## config.mk

```make
export PLATFORM = sky130hd
export DESIGN_NAME = ir_rx_sampler
export DESIGN_NICKNAME = d
export VERILOG_FILES = /design/src/rtl/ir_rx_pkg.sv /design/src/rtl/ir_rx_sync.sv /design/src/rtl/ir_rx_rle.sv /design/src/rtl/ir_rx_fifo.sv /design/src/rtl/ir_rx_sampler.sv
export SDC_FILE = /design/constraint.sdc
export NUM_CORES = 1
export LEC_CHECK = 0
export BUFFER_PORTS_ARGS = -buffer_cell sky130_fd_sc_hd__clkbuf_2
export CORE_MARGIN = 2
export CORE_UTILIZATION = 41
export DETAILED_ROUTE_END_ITERATION = 12
export HOLD_SLACK_MARGIN = 0.05
export SLEW_MARGIN = 20
export SYNTH_ARGS = -nofsm -noshare
export SYNTH_HDL_FRONTEND = slang
export SYNTH_SLANG_ARGS = --single-unit
```

## constraint.sdc

```tcl
create_clock -name clk -period 5.7 [get_ports clk]
set_clock_uncertainty 0.15 [all_clocks]
set_input_delay 1.14 -clock clk [delete_from_list [all_inputs] [get_ports clk]]
set_output_delay 1.14 -clock clk [all_outputs]
set_load 0.01 [all_outputs]
```

## src/rtl/ir_rx_pkg.sv

```systemverilog
package ir_rx_pkg;

    // register offsets
    localparam logic [3:0] A_CTRL   = 4'd0;
    localparam logic [3:0] A_PERIOD = 4'd1;
    localparam logic [3:0] A_STATUS = 4'd2;
    localparam logic [3:0] A_IEN    = 4'd3;
    localparam logic [3:0] A_FCTRL  = 4'd4;
    localparam logic [3:0] A_LIMHI  = 4'd5;
    localparam logic [3:0] A_LIMLO  = 4'd6;
    localparam logic [3:0] A_COUNT  = 4'd7;
    localparam logic [3:0] A_DATA   = 4'd8;

    // status bit positions
    localparam int ST_RDR = 7;
    localparam int ST_RTR = 6;
    localparam int ST_PE  = 5;
    localparam int ST_RFO = 4;

    // run-length byte format
    localparam int          LEN_W    = 7;
    localparam logic [7:0]  END_CODE = 8'h80;

endpackage

```

## src/rtl/ir_rx_sync.sv

```systemverilog
module ir_rx_sync #(
    parameter int STAGES = 2
) (
    input  logic clk,
    input  logic rst_n,
    input  logic d,
    output logic q
);
    logic [STAGES-1:0] sh_d, sh_q;

    always_comb begin
        sh_d = {sh_q[STAGES-2:0], d};
    end

    always_ff @(posedge clk or negedge rst_n) begin
        if (!rst_n) sh_q <= '0;
        else        sh_q <= sh_d;
    end

    assign q = sh_q[STAGES-1];
endmodule

```

## src/rtl/ir_rx_rle.sv

```systemverilog
module ir_rx_rle
    import ir_rx_pkg::*;
#(
    parameter int PER_W = 8,
    parameter int LIM_W = 16
) (
    input  logic             clk,
    input  logic             rst_n,
    input  logic             en,
    input  logic [PER_W-1:0] period,
    input  logic             carrier,
    input  logic [LIM_W-1:0] limit,
    output logic             push,
    output logic [7:0]       byte_o,
    output logic             pkt_end
);
    localparam logic [LEN_W-1:0] LEN_MAX = '1;

    typedef struct packed {
        logic [PER_W-1:0] tmr;
        logic             active;
        logic             pol;
        logic [LEN_W-1:0] len;
        logic [LIM_W-1:0] scnt;
        logic             push;
        logic [7:0]       data;
        logic             pend;
    } rle_t;

    rle_t s_d, s_q;
    logic             tick;
    logic [LIM_W-1:0] scnt_inc;

    always_comb begin
        s_d      = s_q;
        s_d.push = 1'b0;
        s_d.pend = 1'b0;
        tick     = (s_q.tmr == period);
        scnt_inc = (s_q.scnt == '1) ? s_q.scnt : s_q.scnt + 1'b1;

        if (!en) begin
            s_d.tmr    = '0;
            s_d.active = 1'b0;
            s_d.pol    = 1'b0;
            s_d.len    = '0;
            s_d.scnt   = '0;
        end else begin
            s_d.tmr = tick ? '0 : s_q.tmr + 1'b1;
            if (tick) begin
                if (!s_q.active) begin
                    if (carrier) begin
                        s_d.active = 1'b1;
                        s_d.pol    = 1'b1;
                        s_d.len    = LEN_W'(1);
                        s_d.scnt   = '0;
                    end
                end else if (carrier == s_q.pol) begin
                    if (!s_q.pol) s_d.scnt = scnt_inc;
                    if (!s_q.pol && (limit != '0) && (scnt_inc >= limit)) begin
                        // silence long enough: close the packet
                        s_d.push   = 1'b1;
                        s_d.data   = END_CODE;
                        s_d.pend   = 1'b1;
                        s_d.active = 1'b0;
                        s_d.len    = '0;
                        s_d.scnt   = '0;
                    end else if (s_q.len == LEN_MAX) begin
                        s_d.push = 1'b1;
                        s_d.data = {s_q.pol, LEN_MAX};
                        s_d.len  = LEN_W'(1);
                    end else begin
                        s_d.len = s_q.len + 1'b1;
                    end
                end else begin
                    s_d.push = 1'b1;
                    s_d.data = {s_q.pol, s_q.len};
                    s_d.pol  = carrier;
                    s_d.len  = LEN_W'(1);
                    s_d.scnt = carrier ? '0 : LIM_W'(1);
                end
            end
        end
    end

    always_ff @(posedge clk or negedge rst_n) begin
        if (!rst_n) s_q <= '0;
        else        s_q <= s_d;
    end

    assign push    = s_q.push;
    assign byte_o  = s_q.data;
    assign pkt_end = s_q.pend;
endmodule

```

## src/rtl/ir_rx_fifo.sv

```systemverilog
module ir_rx_fifo #(
    parameter int DEPTH = 32,
    parameter int W     = 8,
    localparam int AW   = $clog2(DEPTH),
    localparam int CW   = $clog2(DEPTH + 1)
) (
    input  logic          clk,
    input  logic          rst_n,
    input  logic          clr,
    input  logic          push,
    input  logic [W-1:0]  din,
    input  logic          pop,
    output logic [W-1:0]  dout,
    output logic [CW-1:0] count,
    output logic          full
);
    typedef struct packed {
        logic [AW-1:0] wp;
        logic [AW-1:0] rp;
        logic [CW-1:0] cnt;
    } fifo_t;

    fifo_t f_d, f_q;
    logic [W-1:0] mem [DEPTH];
    logic do_push, do_pop;

    function automatic logic [AW-1:0] nxt(input logic [AW-1:0] p);
        return (p == AW'(DEPTH - 1)) ? '0 : p + 1'b1;
    endfunction

    always_comb begin
        full    = (f_q.cnt == CW'(DEPTH));
        do_push = push && !full && !clr;
        do_pop  = pop && (f_q.cnt != '0) && !clr;
        f_d     = f_q;
        if (clr) begin
            f_d = '0;
        end else begin
            if (do_push) f_d.wp = nxt(f_q.wp);
            if (do_pop)  f_d.rp = nxt(f_q.rp);
            case ({do_push, do_pop})
                2'b10:   f_d.cnt = f_q.cnt + 1'b1;
                2'b01:   f_d.cnt = f_q.cnt - 1'b1;
                default: f_d.cnt = f_q.cnt;
            endcase
        end
    end

    always_ff @(posedge clk or negedge rst_n) begin
        if (!rst_n) f_q <= '0;
        else        f_q <= f_d;
    end

    always_ff @(posedge clk) begin
        if (do_push) mem[f_q.wp] <= din;
    end

    assign dout  = mem[f_q.rp];
    assign count = f_q.cnt;
endmodule

```

## src/rtl/ir_rx_sampler.sv

```systemverilog
module ir_rx_sampler
    import ir_rx_pkg::*;
#(
    parameter int DEPTH       = 32,
    parameter int SYNC_STAGES = 2,
    localparam int CW         = $clog2(DEPTH + 1)
) (
    input  logic       clk,
    input  logic       rst_n,
    input  logic       ir_in,
    input  logic       bus_wr,
    input  logic       bus_rd,
    input  logic [3:0] bus_addr,
    input  logic [7:0] bus_wdata,
    output logic [7:0] bus_rdata,
    output logic       irq
);
    typedef struct packed {
        logic [7:0]  ctrl;
        logic [7:0]  period;
        logic [7:0]  sts;
        logic [7:0]  ien;
        logic [7:0]  fctrl;
        logic [15:0] limit;
    } regs_t;

    regs_t r_d, r_q;

    logic          ir_sync, carrier;
    logic          rle_push, rle_end;
    logic [7:0]    rle_byte;
    logic          fifo_clr, fifo_pop, fifo_full;
    logic [7:0]    fifo_dout;
    logic [CW-1:0] fifo_cnt;
    logic [CW-1:0] trig_lvl;
    logic [7:0]    sts_set, sts_clr;
    logic          rx_en;
    logic [7:0]    sts_now;

    ir_rx_sync #(.STAGES(SYNC_STAGES)) u_sync (
        .clk (clk),
        .rst_n(rst_n),
        .d   (ir_in),
        .q   (ir_sync)
    );

    assign rx_en   = r_q.ctrl[0];
    assign carrier = ir_sync ^ r_q.ctrl[2];

    ir_rx_rle #(.PER_W(8), .LIM_W(16)) u_rle (
        .clk    (clk),
        .rst_n  (rst_n),
        .en     (rx_en),
        .period (r_q.period),
        .carrier(carrier),
        .limit  (r_q.limit),
        .push   (rle_push),
        .byte_o (rle_byte),
        .pkt_end(rle_end)
    );

    assign fifo_clr = bus_wr && (bus_addr == A_FCTRL) && bus_wdata[0];
    assign fifo_pop = bus_rd && (bus_addr == A_DATA);

    ir_rx_fifo #(.DEPTH(DEPTH), .W(8)) u_fifo (
        .clk  (clk),
        .rst_n(rst_n),
        .clr  (fifo_clr),
        .push (rle_push),
        .din  (rle_byte),
        .pop  (fifo_pop),
        .dout (fifo_dout),
        .count(fifo_cnt),
        .full (fifo_full)
    );

    always_comb begin
        if (r_q.fctrl[3:2] == 2'd0) trig_lvl = CW'(1);
        else                        trig_lvl = CW'(int'(r_q.fctrl[3:2]) * (DEPTH / 4));
    end

    always_comb begin
        sts_set = '0;
        if (rle_push) begin
            sts_set[ST_RDR] = 1'b1;
            if (fifo_full) sts_set[ST_RFO] = 1'b1;
            else if (!fifo_clr && (({1'b0, fifo_cnt} + 1'b1) >= {1'b0, trig_lvl}))
                sts_set[ST_RTR] = 1'b1;
        end
        if (rle_end) sts_set[ST_PE] = 1'b1;
        sts_clr = (bus_wr && (bus_addr == A_STATUS)) ? bus_wdata : 8'h00;

        r_d          = r_q;
        r_d.sts      = (r_q.sts & ~sts_clr) | sts_set;
        r_d.sts[3:0] = 4'h0;
        if (bus_wr) begin
            case (bus_addr)
                A_CTRL:   r_d.ctrl         = bus_wdata;
                A_PERIOD: r_d.period       = bus_wdata;
                A_IEN:    r_d.ien          = bus_wdata;
                A_FCTRL:  r_d.fctrl        = {bus_wdata[7:2], 2'b00};
                A_LIMHI:  r_d.limit[15:8]  = bus_wdata;
                A_LIMLO:  r_d.limit[7:0]   = bus_wdata;
                default:  ;
            endcase
        end
    end

    always_ff @(posedge clk or negedge rst_n) begin
        if (!rst_n) r_q <= '0;
        else        r_q <= r_d;
    end

    always_comb begin
        case (bus_addr)
            A_CTRL:   bus_rdata = r_q.ctrl;
            A_PERIOD: bus_rdata = r_q.period;
            A_STATUS: bus_rdata = r_q.sts;
            A_IEN:    bus_rdata = r_q.ien;
            A_FCTRL:  bus_rdata = r_q.fctrl;
            A_LIMHI:  bus_rdata = r_q.limit[15:8];
            A_LIMLO:  bus_rdata = r_q.limit[7:0];
            A_COUNT:  bus_rdata = 8'(fifo_cnt);
            A_DATA:   bus_rdata = fifo_dout;
            default:  bus_rdata = 8'h00;
        endcase
    end

    assign sts_now = r_q.sts;
    assign irq     = |(r_q.sts & r_q.ien);
endmodule

```

==> results of run 1 <==
==> per-stage QoR <==
| stage | utilization | hold slack (ns) | cell area (µm²) | total power, W | cells |
|---|---|---|---|---|---|
| after floorplan | - | 0.181 | 16700 | 0.00403 | 1121 |
| after CTS | 0.464 | 0.213 | 18500 | 0.00690 | 1687 |
| after detailed placement | 0.433 | 0.198 | 17300 | 0.00437 | 1624 |
| final | 0.465 | 0.209 | 18500 | 0.00682 | 1687 |
| after global routing | 0.465 | 0.226 | 18500 | 0.00713 | 1687 |
| after global placement | 0.433 | 0.191 | 17300 | 0.00435 | 1624 |
==> kinds of logic (layout without fill, tap and decap cells) <==
logic type,after synthesis,after routing,share of synthesized area
xor+xnor,27,27,0.0142
fa+ha+maj,37,37,0.0283
compound gates,185,185,0.0735
buf+inv,88,129,0.0221
flops,367,367,0.628
mux,144,144,0.152
simple gates,273,273,0.0816
==> flip-flops by register name, summed over array words and instances, names as in the netlist <==
name / count
u_sync.sh_q: 2
u_rle.pkt_end: 1
u_fifo.mem: 256
u_fifo.count: 6
u_rle.s_q: 33
sts_now: 4
u_rle.byte_o: 8
u_rle.push: 1
u_fifo.f_q: 10
r_q: 46
==> synth_stat cells, types with 4 or more instances <==
| library cell | count | area, µm² |
|---|---|---|
| o31ai_1 | 4 | 30.0 |
| o22ai_1 | 24 | 150 |
| buf_4 | 4 | 30.0 |
| mux2_2 | 38 | 428 |
| xor2_1 | 11 | 96.3 |
| nor2b_1 | 7 | 43.8 |
| nand3_1 | 33 | 165 |
| a31oi_1 | 13 | 81.3 |
| a21o_1 | 6 | 45.0 |
| xnor2_1 | 16 | 140 |
| nand2b_1 | 7 | 43.8 |
| nand4_1 | 7 | 43.8 |
| mux4_2 | 83 | 1870 |
| o21a_1 | 6 | 45.0 |
| and3_1 | 17 | 106 |
| buf_2 | 12 | 60.1 |
| mux2i_1 | 22 | 220 |
| nor4b_1 | 4 | 35.0 |
| nor4_1 | 8 | 50.1 |
| a2bb2oi_1 | 5 | 43.8 |
| nor2_1 | 73 | 274 |
| nor3_1 | 15 | 75.1 |
| dfrtp_1 | 111 | 2780 |
| a22o_1 | 6 | 52.6 |
| ha_1 | 36 | 450 |
| clkbuf_1 | 29 | 109 |
| o21ai_0 | 46 | 230 |
| edfxtp_1 | 256 | 7690 |
| o211ai_1 | 8 | 60.1 |
| a21oi_1 | 31 | 155 |
| buf_1 | 8 | 30.0 |
| inv_1 | 34 | 128 |
| nand3b_1 | 6 | 45.0 |
| nand2_1 | 70 | 263 |
| a22oi_1 | 4 | 30.0 |
==> final timing paths <==
path	to	startpoint	slack, ns	depth (start not counted)
min reg2reg	u_sync.sh_q[1]	u_sync.sh_q[0]	0.21	0
min	u_sync.sh_q[1]	u_sync.sh_q[0]	0.21	0
max in group asynchronous	u_rle.byte_o[7]	rst_n	3.72	2
max	bus_rdata[6]	u_fifo.f_q[6]	0.92	6
max reg2reg	u_rle.s_q[24]	u_rle.s_q[10]	1.59	12
min in group asynchronous	r_q[30]	rst_n	0.52	1
==> power groups by stage <==
stage,clock [W],sequential (W),combinational [W]
global placement,0,0.00324,0.00112
floorplan,0,0.00307,0.000954
detailed placement,0,0.00323,0.00113
finish,0.00252,0.00318,0.00112
CTS,0.00258,0.00318,0.00114
global route,0.00270,0.00320,0.00123
==> cell type report <==
type	count	area, µm²	share of cell area
Sequential cell	367	10500	0.565
Clock buffer	50	1080	0.0581
Tap cell	525	657	0.0354
Clock inverter	13	184	0.00992
Multi-Input combinational cell	666	5820	0.314
Timing Repair Buffer	32	205	0.0111
Inverter	34	128	0.00688
==> routing by layer <==
layer / vias to the layer above / global-route usage / part of all wire
met5: - / 0 / 0
met4: 0 / 0.0506 / 0.022
met3: 60 / 0.0393 / 0.058
met2: 281 / 0.294 / 0.47
met1: 5024 / 0.271 / 0.45
li1: 4407 / - / -
==> placed cells by master (no fill, tap or decap), types with 7 or more instances in the layout <==
cell / Yosys / routed
a21oi_1: 31 / 31
o21ai_0: 46 / 46
inv_1: 34 / 34
nand3_1: 33 / 33
dfrtp_1: 111 / 102
mux4_2: 83 / 83
xor2_1: 11 / 11
dfrtp_2: 0 / 8
o211ai_1: 8 / 8
nor3_1: 15 / 15
nor2b_1: 7 / 7
a31oi_1: 13 / 13
nand2_1: 70 / 70
xnor2_1: 16 / 16
mux2_2: 38 / 38
edfxtp_1: 256 / 256
o22ai_1: 24 / 24
nand2b_1: 7 / 7
nor4_1: 8 / 8
mux2i_1: 22 / 22
nand4_1: 7 / 7
nor2_1: 73 / 73
and3_1: 17 / 17
clkbuf_2: 0 / 24
ha_1: 36 / 36
clkbuf_16: 0 / 39
==> results.json, run 1 <==
{
  "yosys_warnings": 0,
  "crit_family": "multiplexers",
  "synth_nets": 1175,
  "clock_path_buffers": 3,
  "ys.flop_type": "edfxtp_1",
  "dp_hpwl_um": 25200,
  "die_area_mm2": 0.0422,
  "async_reset_ff_frac": 0.302,
  "grt_pass1_wl_um": 59900,
  "holdBufCountCts": 0,
  "drive_gt1_frac": 0.202,
  "design.portCount": 26,
  "drc": 0,
  "p_int_w": 0.00502,
  "first_pass_iters": 5,
  "post_cts_buffers": 0,
  "fin_crit_ns": 4.78,
  "power_frac_clock": 0.369,
  "switching_share": 0.265,
  "nFillCells": 3434,
  "first_global_vias": 9780,
  "post_cts_resized": 0,
  "slew_headroom": 0.338,
  "crit_chain": "buf_4, mux4_2, mux4_2, mux2i_1, o32ai_1, clkbuf_2",
  "cts_buffers": 39,
  "timing_hold_violations_final": 0,
  "required_ns": 4.41,
  "viasPerCell": 5.79,
  "hp-class": "reg -> reg",
  "maxCapViolCount": 0,
  "cp_num_buf_inv": 2,
  "switchingPower_w": 0.00181,
  "crit_fanout": 20,
  "cp.arrival_ns": 3.49,
  "die_y_um": 206,
  "power_frac_comb": 0.165,
  "ys_ff_latch": 367,
  "power.density_mw_per_mm2": 368,
  "tightest_slew_ns": 0.989,
  "fin_crit_sh": 0.839,
  "ys_types": 73,
  "syn_area_per_cell_um2": 14.9,
  "rows": 73,
  "root_buffer": "clkbuf_16",
  "peakVddDrop_mv": 0.175,
  "crit_type": "reg -> out",
  "finalSetupTns_ns": 0,
  "num-nets-final": 1194,
  "outcome": "completed",
  "p_leak_nw": 6.34,
  "dp_slack_ns": 1.32,
  "gp_congestion": 0.887,
  "cts_sinks": 367,
  "rsz0062_at_grt": "false",
  "antenna_found_initial": 0,
  "fp.dieW_um": 206,
  "ctsHtreeMaxLevel": 2,
  "cts_tree": "yes",
  "setup_viol": 0,
  "grt-ovfl-total": 0,
  "grt_usage": 0.189,
  "critPathMaxStageDelay_ns": 0.71,
  "setup_ws_ns": 0.919,
  "num_vias": 9772,
  "clk_latency_ns": 0.57,
  "netlist_area_mm2": 0.0167,
  "endpoint_kind": "output port",
  "slowest_stage": "dfrtp_4",
  "port_buffers": 25,
  "worst_path_most_repeated_cell": "mux4_2",
  "syn_inst": 1121,
  "syn2layout_area_growth_pct": 11.4,
  "synth_enable_flop_cells": 256,
  "clk_pin_slew_ns": 0.06,
  "drt_iter0_drc": 890,
  "postRouteAntennaNets": 0,
  "coreArea_mm2": 0.0399,
  "ys_seq_area_frac": 0.628,
  "wl_um": 38200,
  "grt_max_degree": 68,
  "seqPwrFrac": 0.466,
  "fmax_mhz": 209,
  "initial_core_util": 0.417,
  "wire_per_inst_um": 22.6,
  "antennaDiodeCount": 0,
  "finalMaxSlewViolations": 0,
  "cp-start-kind": "register"
}
Note: power is estimated with default switching activity, not from simulation.
==> run 2, diff against run 1 <==
--- a/config.mk
+++ b/config.mk
@@ -5,6 +5,7 @@
 export SDC_FILE = /design/constraint.sdc
 export NUM_CORES = 1
 export LEC_CHECK = 0
+export ABC_AREA = 1
 export BUFFER_PORTS_ARGS = -buffer_cell sky130_fd_sc_hd__clkbuf_2
 export CORE_MARGIN = 2
 export CORE_UTILIZATION = 41
==> constraint.sdc (replaced) <==
create_clock -name clk -period 4.61 [get_ports clk]
set_clock_uncertainty 0.15 [all_clocks]
set_input_delay 0.922 -clock clk [delete_from_list [all_inputs] [get_ports clk]]
set_output_delay 0.922 -clock clk [all_outputs]
set_load 0.01 [all_outputs]
==> results.json, run 2 <==
{
  "outcome": "completed",
  "antenna_found_initial": 0,
  "netlist_area_mm2": 0.0169,
  "die_y_um": 207,
  "fp.dieW_um": 207,
  "viasPerCell": 5.31,
  "dp_hpwl_um": 28100,
  "coreArea_mm2": 0.0407,
  "port_buffers": 25,
  "final_common_cell": "nand2_1",
  "largest_reg_flops": 256,
  "ys_seq_area_frac": 0.620,
  "placed_area_mm2": 0.0175,
  "cp.arrival_ns": 3.25,
  "yosys-top-cells-count": "nand2_1, edfxtp_1, nor2_1",
  "crit_fanout": 43,
  "maxCapViolCount": 0,
  "first_pass_iters": 7,
  "setup_viol": 0,
  "switchingPower_w": 0.00320,
  "wire_per_inst_um": 18.7,
  "finalMaxSlewViolations": 0,
  "ctsHtreeMaxLevel": 2,
  "die_area_mm2": 0.0428,
  "switching_share": 0.334,
  "hold_ws_ns": 0.199,
  "num-nets-final": 1767,
  "synth_top_area_frac": 0.456,
  "dp_slack_ns": 0.732,
  "finalSetupTns_ns": 0,
  "grt-ovfl-total": 0,
  "reg.largest.list": "u_fifo.mem (256), r_q (46), u_rle.s_q (33)",
  "post_cts_buffers": 0,
  "timing.rr.start": "u_rle.s_q[10]",
  "cts_buffers": 40,
  "p_leak_nw": 7.67,
  "power_frac_clock": 0.346,
  "cts_tree": "yes",
  "design.portCount": 26,
  "fin_crit_sh": 0.937,
  "timing_hold_violations_final": 0,
  "synth_nets": 1741,
  "gp_congestion": 0.924,
  "async_reset_ff_frac": 0.302,
  "syn_inst": 1687,
  "drive_gt1_frac": 0.0862,
  "setup_ws_ns": 0.288,
  "yosysMostFrequentCell": "nand2_1",
  "largest-register": "u_fifo.mem",
  "cp-start-kind": "register",
  "utilization": 0.464,
  "num_vias": 12063,
  "fin_area_mm2": 0.0189,
  "clock_path_buffers": 3,
  "grt_usage": 0.203,
  "yosys_warnings": 0,
  "power_frac_comb": 0.252,
  "final_cell_mix": "nand2_1, edfxtp_1, nor2_1, o21ai_0, dfrtp_1",
  "synth_top_area_cell": "edfxtp_1",
  "seqPwrFrac": 0.402,
  "post_cts_resized": 0,
  "wl_um": 42600,
  "first_global_vias": 11673,
  "crit_start": "u_fifo.f_q[6]",
  "drt_iter0_drc": 1120,
  "power.density_mw_per_mm2": 507,
  "root_buffer": "clkbuf_16",
  "initial_core_util": 0.414,
  "hp-class": "reg -> reg",
  "grt_max_degree": 67,
  "clk_pin_slew_ns": 0.06,
  "ys_ff_latch": 367,
  "endpoint_kind": "output port",
  "fmax_mhz": 231,
  "synthTopCellsByArea": "edfxtp_1, dfrtp_1, nand2_1",
  "fin_crit_ns": 4.32,
  "syn2layout_area_growth_pct": 11.9,
  "rsz0062_at_grt": "false",
  "drc": 0,
  "ys_types": 47,
  "clk_latency_ns": 0.58,
  "cts_sinks": 367,
  "tightest_slew_ns": 0.865,
  "synth_enable_flop_cells": 256,
  "ys.flop_type": "edfxtp_1",
  "slew_headroom": 0.423,
  "postRouteAntennaNets": 0,
  "rows": 74,
  "holdBufCountCts": 0,
  "syn_area_per_cell_um2": 10.0,
  "required_ns": 3.54,
  "crit_type": "reg -> out",
  "peakVddDrop_mv": 0.287,
  "holdCritStartpoint": "u_sync.sh_q[0]",
  "p_int_w": 0.00637,
  "antennaDiodeCount": 0,
  "grt_pass1_wl_um": 66600
}
-- run 2: path summary, 6_finish.rpt --
kind	endpoint	slack (ns)	depth (start not counted)
setup / recovery	bus_rdata[4]	0.29	11
hold / removal	u_sync.sh_q[1]	0.20	0
setup reg to reg	u_rle.s_q[17]	0.90	23
hold reg to reg	u_sync.sh_q[1]	0.20	0
max in group asynchronous	u_rle.s_q[10]	3.08	2
min in group asynchronous	r_q[19]	0.30	1
-- run 2: logic make-up (layout without fill, tap and decap cells) --
logic type	count (synthesis)	in the layout	share of synthesized area
buf+inv	189	243	0.0483
simple gates	727	727	0.178
compound gates	338	338	0.110
xor+xnor	29	29	0.0151
flops	367	367	0.620
fa+ha+maj	37	37	0.0279
-- run 2: final cells by class --
class / instances / area [µm²]
tap: 532 / 666
inverter: 122 / 464
fill: 3779 / 21900
timing repair buffer: 51 / 335
sequential: 367 / 10500
clock inverter: 21 / 299
multi-input combinational: 1131 / 5590
clock buffer: 49 / 1050
-- run 2: layer usage --
layer	vias up	wire, µm	global-route usage
li1	5850	-	-
met1	5796	19400	0.287
met2	347	19500	0.321
met3	70	2480	0.0349
met4	0	1160	0.0659
met5	-	0	0
-- run 2: critical path, cell delays in order, from the launching register on --
cell      delay [ns]
dfrtp_4         0.57
clkinv_2        0.56
buf_4           0.44
o21ai_1         0.14
o22ai_1         0.08
nand2_1         0.09
nand2_1         0.12
nand2_1         0.08
nand3_1         0.13
nand3_1         0.15
nand3_1         0.13
clkbuf_2        0.17
-- run 2: power by group through the flow --
| stage | Sequential, W | Combinational, W | Clock [W] |
|---|---|---|---|
| after global placement | 0.00391 | 0.00237 | 0 |
| after detailed placement | 0.00391 | 0.00240 | 0 |
| after CTS | 0.00384 | 0.00241 | 0.00337 |
| after global routing | 0.00388 | 0.00271 | 0.00350 |
| after floorplan | 0.00378 | 0.00182 | 0 |
| final | 0.00385 | 0.00242 | 0.00331 |
-- run 2: stage by stage --
step	power [W]	instances
after global placement	0.00628	2203
after detailed placement	0.00631	2203
after CTS	0.00962	2273
final	0.00958	2273
after global routing	0.0101	2273
after floorplan	0.00560	1687
